<file path="src/rtl/gaincal_seq.sv">
module gaincal_seq #(
  parameter int DATA_W = 24,
  parameter int MODE_W = 3,
  parameter logic [MODE_W-1:0] CAL_CODE = MODE_W'(6),
  parameter logic [MODE_W-1:0] RSV_CODE = MODE_W'(7)
) (
  input  logic              clk,
  input  logic              rst,
  input  logic              cal_start,
  input  logic [MODE_W-1:0] cal_mode,
  input  logic              conv_done,
  input  logic [DATA_W-1:0] conv_result,
  output logic              conv_go,
  output logic              pol_swap,
  output logic              neg_fs_we,
  output logic              pos_fs_we,
  output logic [DATA_W-1:0] fs_wdata,
  output logic              busy,
  output logic              drdy
);

  typedef enum logic [1:0] {S_IDLE, S_NEG, S_POS, S_SETTLE} phase_t;
  phase_t phase;

  wire accept = cal_start && (cal_mode == CAL_CODE) && (phase == S_IDLE);

  assign busy = (phase != S_IDLE);

  always_ff @(posedge clk) begin
    if (rst) begin
      phase     <= S_IDLE;
      conv_go   <= 1'b0;
      pol_swap  <= 1'b0;
      neg_fs_we <= 1'b0;
      pos_fs_we <= 1'b0;
      fs_wdata  <= '0;
      drdy      <= 1'b0;
    end else begin
      conv_go   <= 1'b0;
      neg_fs_we <= 1'b0;
      pos_fs_we <= 1'b0;
      case (phase)
        S_IDLE: if (accept) begin
          phase    <= S_NEG;
          conv_go  <= 1'b1;
          pol_swap <= 1'b0;
          drdy     <= 1'b0;
        end
        S_NEG: if (conv_done) begin
          phase     <= S_POS;
          neg_fs_we <= 1'b1;
          fs_wdata  <= conv_result;
          pol_swap  <= 1'b1;
          conv_go   <= 1'b1;
        end
        S_POS: if (conv_done) begin
          phase     <= S_SETTLE;
          pos_fs_we <= 1'b1;
          fs_wdata  <= conv_result;
          pol_swap  <= 1'b0;
          conv_go   <= 1'b1;
        end
        S_SETTLE: if (conv_done) begin
          phase <= S_IDLE;
          drdy  <= 1'b1;
        end
        default: phase <= S_IDLE;
      endcase
    end
  end

endmodule

</file>
<file path="config.mk">
export PLATFORM = sky130hd
export DESIGN_NAME = gaincal_seq
export DESIGN_NICKNAME = d
export VERILOG_FILES = /design/src/rtl/gaincal_seq.sv
export SDC_FILE = /design/constraint.sdc
export NUM_CORES = 1
export LEC_CHECK = 0
export BUFFER_PORTS_ARGS = -buffer_cell sky130_fd_sc_hd__buf_2
export CAP_MARGIN = 0
export CORE_UTILIZATION = 46
export CTS_CLUSTER_DIAMETER = 30
export DETAILED_ROUTE_END_ITERATION = 8
export GPL_ROUTABILITY_DRIVEN = 0
export GPL_TIMING_DRIVEN = 0
export MAX_ROUTING_LAYER = met4
export PLACE_DENSITY = 0.87
export RECOVER_POWER = 50
export SYNTH_ARGS = -nofsm -noshare
export SYNTH_HDL_FRONTEND = slang
export SYNTH_SLANG_ARGS = --single-unit
</file>
<file path="constraint.sdc">
create_clock -name clk -period 1.7 [get_ports clk]
set_input_delay 0.085 -clock clk [delete_from_list [all_inputs] [get_ports clk]]
set_output_delay 0.085 -clock clk [all_outputs]
set_load 0.02 [all_outputs]
</file>
* Word-level counts from Yosys, hierarchy flattened *
Index checks and enable logic that the tools add are counted.

storage, ports and cells
  bits in registers = 31
  output and inout port bits = 30
  input bits = 31

operators by class
  multiplexer cells = 13
  bitwise logic cells = 2
  eq/ne operators = 8
  reductions and logical operators = 13

operator list
  kind                                                                   count
  2-bit two-way mux                                                      4
  2-bit != test, second input constant                                   4
  2-bit case mux with 4 select lines                                     1
  4-bit AND reduction                                                    2
  2-bit OR reduction                                                     3
  1-bit two-way mux                                                      5
  2-bit equality test, second input constant                             2
  1-bit case mux with 2 select lines                                     2
  2-bit nonzero test                                                     2
  3-bit equality test, second input constant                             1
  1-bit case mux with 3 select lines                                     1
  3-bit AND reduction                                                    1
  3-bit nonzero test                                                     1
  2-bit by 1-bit equality test with 1-bit output, second input constant  1
  1-bit logical AND                                                      2
  2-bit zero test                                                        1
  1-bit NOT                                                              2
  2-bit AND reduction                                                    1

* Logic depth before layout (Yosys ltp) *
  depth after elaboration = 5
  depth in mapped cells = 7
  depth with buffers taken out = 5

* Worst setup path after synthesis *
No wires, ideal clock.

  kind = register to register
  start point = register phase[0]
  end point = register fs_wdata[0]
  path buffers = 2
  slack = 302 ps
  stages on the path, launching flop included = 8
  arrival time = 1273 ps
  period minus slack after synthesis = 1398 ps
  cell sequence = dfxtp_1 > inv_1 > ha_1 > and2_4 > buf_8 > buf_12 > nand2_1 > a21oi_2

on the way
  cells in the longest elaborated chain, start to end = 3

RTL lines
  element                                                                                       RTL line  source
  start: declaration                                                                            23        phase_t phase;
  start signal: assignment                                                                      31        phase <= S_IDLE;
  start signal: assignment                                                                      44        phase <= S_NEG;
  start signal: assignment                                                                      50        phase <= S_POS;
  2-bit equality test / 2-bit by 1-bit equality test with 1-bit output (equally long branches)  42        case (phase)
  2-bit OR reduction (no line) (*)                                                              -
  2-bit AND reduction (no line) (*)                                                             -
  end signal: assignment                                                                        52        fs_wdata <= conv_result;
  end signal: assignment                                                                        59        fs_wdata <= conv_result;
  end: declaration                                                                              17        output logic [DATA_W-1:0] fs_wdata,

Mark *: on every way between the ends. The rest lies on a longest branch, timed or not.
A chain may end at the register's enable or synchronous reset.

* Worst setup path after layout *
  start point = register phase[1]
  end point = register fs_wdata[11]

The elaborated chain is that of the path after synthesis.

==> results.cfg <==
[run_status]
status = finished clean

[placement]
dp.cells = 237
hpwlAfterDp_um = 2060
port_buffers = 59

[global_route]
grt_pass1_wl_um = 5400
grt_max_degree = 11
grt-ovfl-total = 0
grt_usage = 0.232
grt_pass1_vias = 1251
antenna_found_initial = 0

[detailed_routing]
drt_iter0_markers = 56
routed.top_layer = met4
wl_met3_um = 174
met2WireLength_um = 1660
wirelength_um = 3280
ant_nets = 0
firstDrtPassIters = 4
via_per_inst = 4.85
wl_met1_um = 1310
vias = 1296
wl_per_cell_um = 12.3
drc = 0

[timing]
period_needed_ns = 1.53
timing.final.max_slew_violations = 0
worst_pin_slew_ns = 0.288
whs_ns = 0.0189
fin_crit_sh = 0.900
max-slew-margin-rel = 0.808
finClkSkew_ns = 0.00747
finalSetupViolCount = 0
setup_tns_ns = 0
hold_violations = 0
fmax_mhz = 654
grt_setup_unrepaired = no

[clock_tree]
htree_num_levels = 2
tritoncts = built
insertion_delay_ns = 0.32
clkSinkCount = 31
cts_setup_buffers = 0
cts-buffers-inserted = 5
clkTransAtPathRegs_ns = 0.09
cts-root-buf = clkbuf_4
cts.path.max_buffers = 2

[floorplan]
core_mm2 = 0.00276
fp-row-count = 19
die_x_um = 56.0
die_h_um = 56.0
initial_utilization = 0.487
pin_count = 61
dieArea_mm2 = 0.00314

[setup_path]
worstSetupEndpointType = flop
crit_path_max_fanout = 10
cp.required_ns = 1.91
start_kind = flop
criticalPathCategory = flop to flop
worstPathArrival_ns = 1.74

[finish]
fillCellCount = 244
synthToLayoutAreaGrowth_pct = 44.5
drive_gt1_frac = 0.318
finalNonFillerCells = 267
diodes = 0
fin_nets = 273

[synthesis]
synth_nets = 184
synth_cell_types = 24
ys_seq_area_frac = 0.462
syn-cell-area_mm2 = 0.00134
netlist_instances = 147
yosysWarnings = 0
ys_ff_latch = 31
synth_area_per_cell_um2 = 9.13

[pwr]
leakagePower_nw = 0.756
ir_worst_vdd_v = 0.000907
pwr_density_cell_mw_per_mm2 = 1120

[worst_hold_path]
hold_class = input pin to flop

[flow_run]
max_cap_violations = 0
==> cell families (layout without fill, tap and decap cells) <==
logic type,count (synthesis),after routing,share of synthesized area
compound gates,33,33,0.191
fa+ha+maj,6,6,0.0559
buf+inv,15,104,0.0811
flops,31,31,0.462
mux,2,2,0.0149
simple gates,60,60,0.195
==> state kept, by name (all words and copies together), names as in the netlist <==
register	cells
fs_wdata	24
pos_fs_we	1
drdy	1
neg_fs_we	1
conv_go	1
phase	2
pol_swap	1
==> cells in the mapped netlist (all sizes together) <==
| master | n | area (um2) |
|---|---|---|
| a21oi | 26 | 205 |
| a221oi | 1 | 8.76 |
| a2bb2oi | 1 | 8.76 |
| a32o | 1 | 10.0 |
| and2 | 1 | 8.76 |
| and3 | 2 | 15.0 |
| and4b | 1 | 10.0 |
| buf | 8 | 82.6 |
| dfxtp | 31 | 621 |
| ha | 6 | 75.1 |
| inv | 7 | 26.3 |
| mux2i | 2 | 20.0 |
| nand2 | 52 | 205 |
| nand4b | 1 | 8.76 |
| nor2 | 1 | 3.75 |
| nor3 | 2 | 10.0 |
| o21ai | 3 | 15.0 |
| o221ai | 1 | 8.76 |
==> path summary, 6_finish.rpt <==
check                             from                         to  slack, ns  cells after the start
max              phase[1]$_SDFFE_PP0P_  fs_wdata[11]$_SDFFE_PP0P_       0.17                      7
min                    conv_result[15]  fs_wdata[15]$_SDFFE_PP0P_       0.02                      3
max reg2reg      phase[1]$_SDFFE_PP0P_  fs_wdata[11]$_SDFFE_PP0P_       0.17                      7
min reg2reg  fs_wdata[19]$_SDFFE_PP0P_  fs_wdata[19]$_SDFFE_PP0P_       0.46                      2
==> worst max-delay path, cell delays in order (launching register included) <==
cell     delay (ns)
dfxtp_1        0.42
inv_1          0.11
ha_1           0.33
and2_4         0.15
buf_8          0.13
buf_12         0.13
nand2_1        0.08
a21oi_2        0.05
==> stage by stage <==
stage	setup slack, ns	power, mW	util	area (um2)
6_report	0.170	2.17	0.704	1940
5_1_grt	0.0373	2.32	0.704	1940
4_1_cts	0.115	2.19	0.712	1960
3_5_place_dp	0.138	1.72	0.608	1680
3_3_place_gp	0.159	1.70	0.608	1680
2_1_floorplan	0.302	1.50	-	1340
==> report_power, final <==
part	switching, mW	internal, mW	total [mW]
Sequential	0.0581	0.826	0.884
Combinational	0.498	0.362	0.861
Clock	0.238	0.191	0.430
==> repair_timing <==
| action | 4_1_cts | 5_1_grt |
|---|---|---|
| hold endpoints to repair | 24 | 0 |
| hold buffers | 23 | 0 |
| endpoints found under the setup margin | 0 | 21 |
| resized for setup | 0 | 4 |
==> routing by layer <==
layer,GRT usage,up-vias
met4,0.153,0
met5,-,-
li1,-,655
met1,0.242,575
met3,0.0512,15
met2,0.391,51
==> cell usage in the layout (no fill, tap or decap), drive strengths merged <==
| master | synthesis | routed |
|---|---|---|
| clkbuf | 0 | 37 |
| nor2 | 1 | 1 |
| and4b | 1 | 1 |
| clkinv | 0 | 1 |
| dlygate4sd3 | 0 | 23 |
| buf | 8 | 36 |
| ha | 6 | 6 |
| a21oi | 26 | 26 |
| nor3 | 2 | 2 |
| a2bb2oi | 1 | 1 |
| and3 | 2 | 2 |
| mux2i | 2 | 2 |
| and2 | 1 | 1 |
| inv | 7 | 7 |
| o21ai | 3 | 3 |
| a32o | 1 | 1 |
| nand2 | 52 | 52 |
| dfxtp | 31 | 31 |
| nand4b | 1 | 1 |
| o221ai | 1 | 1 |
| a221oi | 1 | 1 |
==> area by class of cell <==
cell class	count	area, um2	share of cell area
inverter	7	26.3	0.0135
multi-input combinational	101	622	0.320
tap	31	38.8	0.0200
clock buffer	6	51.3	0.0264
clock inverter	1	5.00	0.00258
timing repair buffer	82	489	0.252
sequential	31	621	0.320
buffer	8	87.6	0.0451
Power figures use the tool's default switching activity.
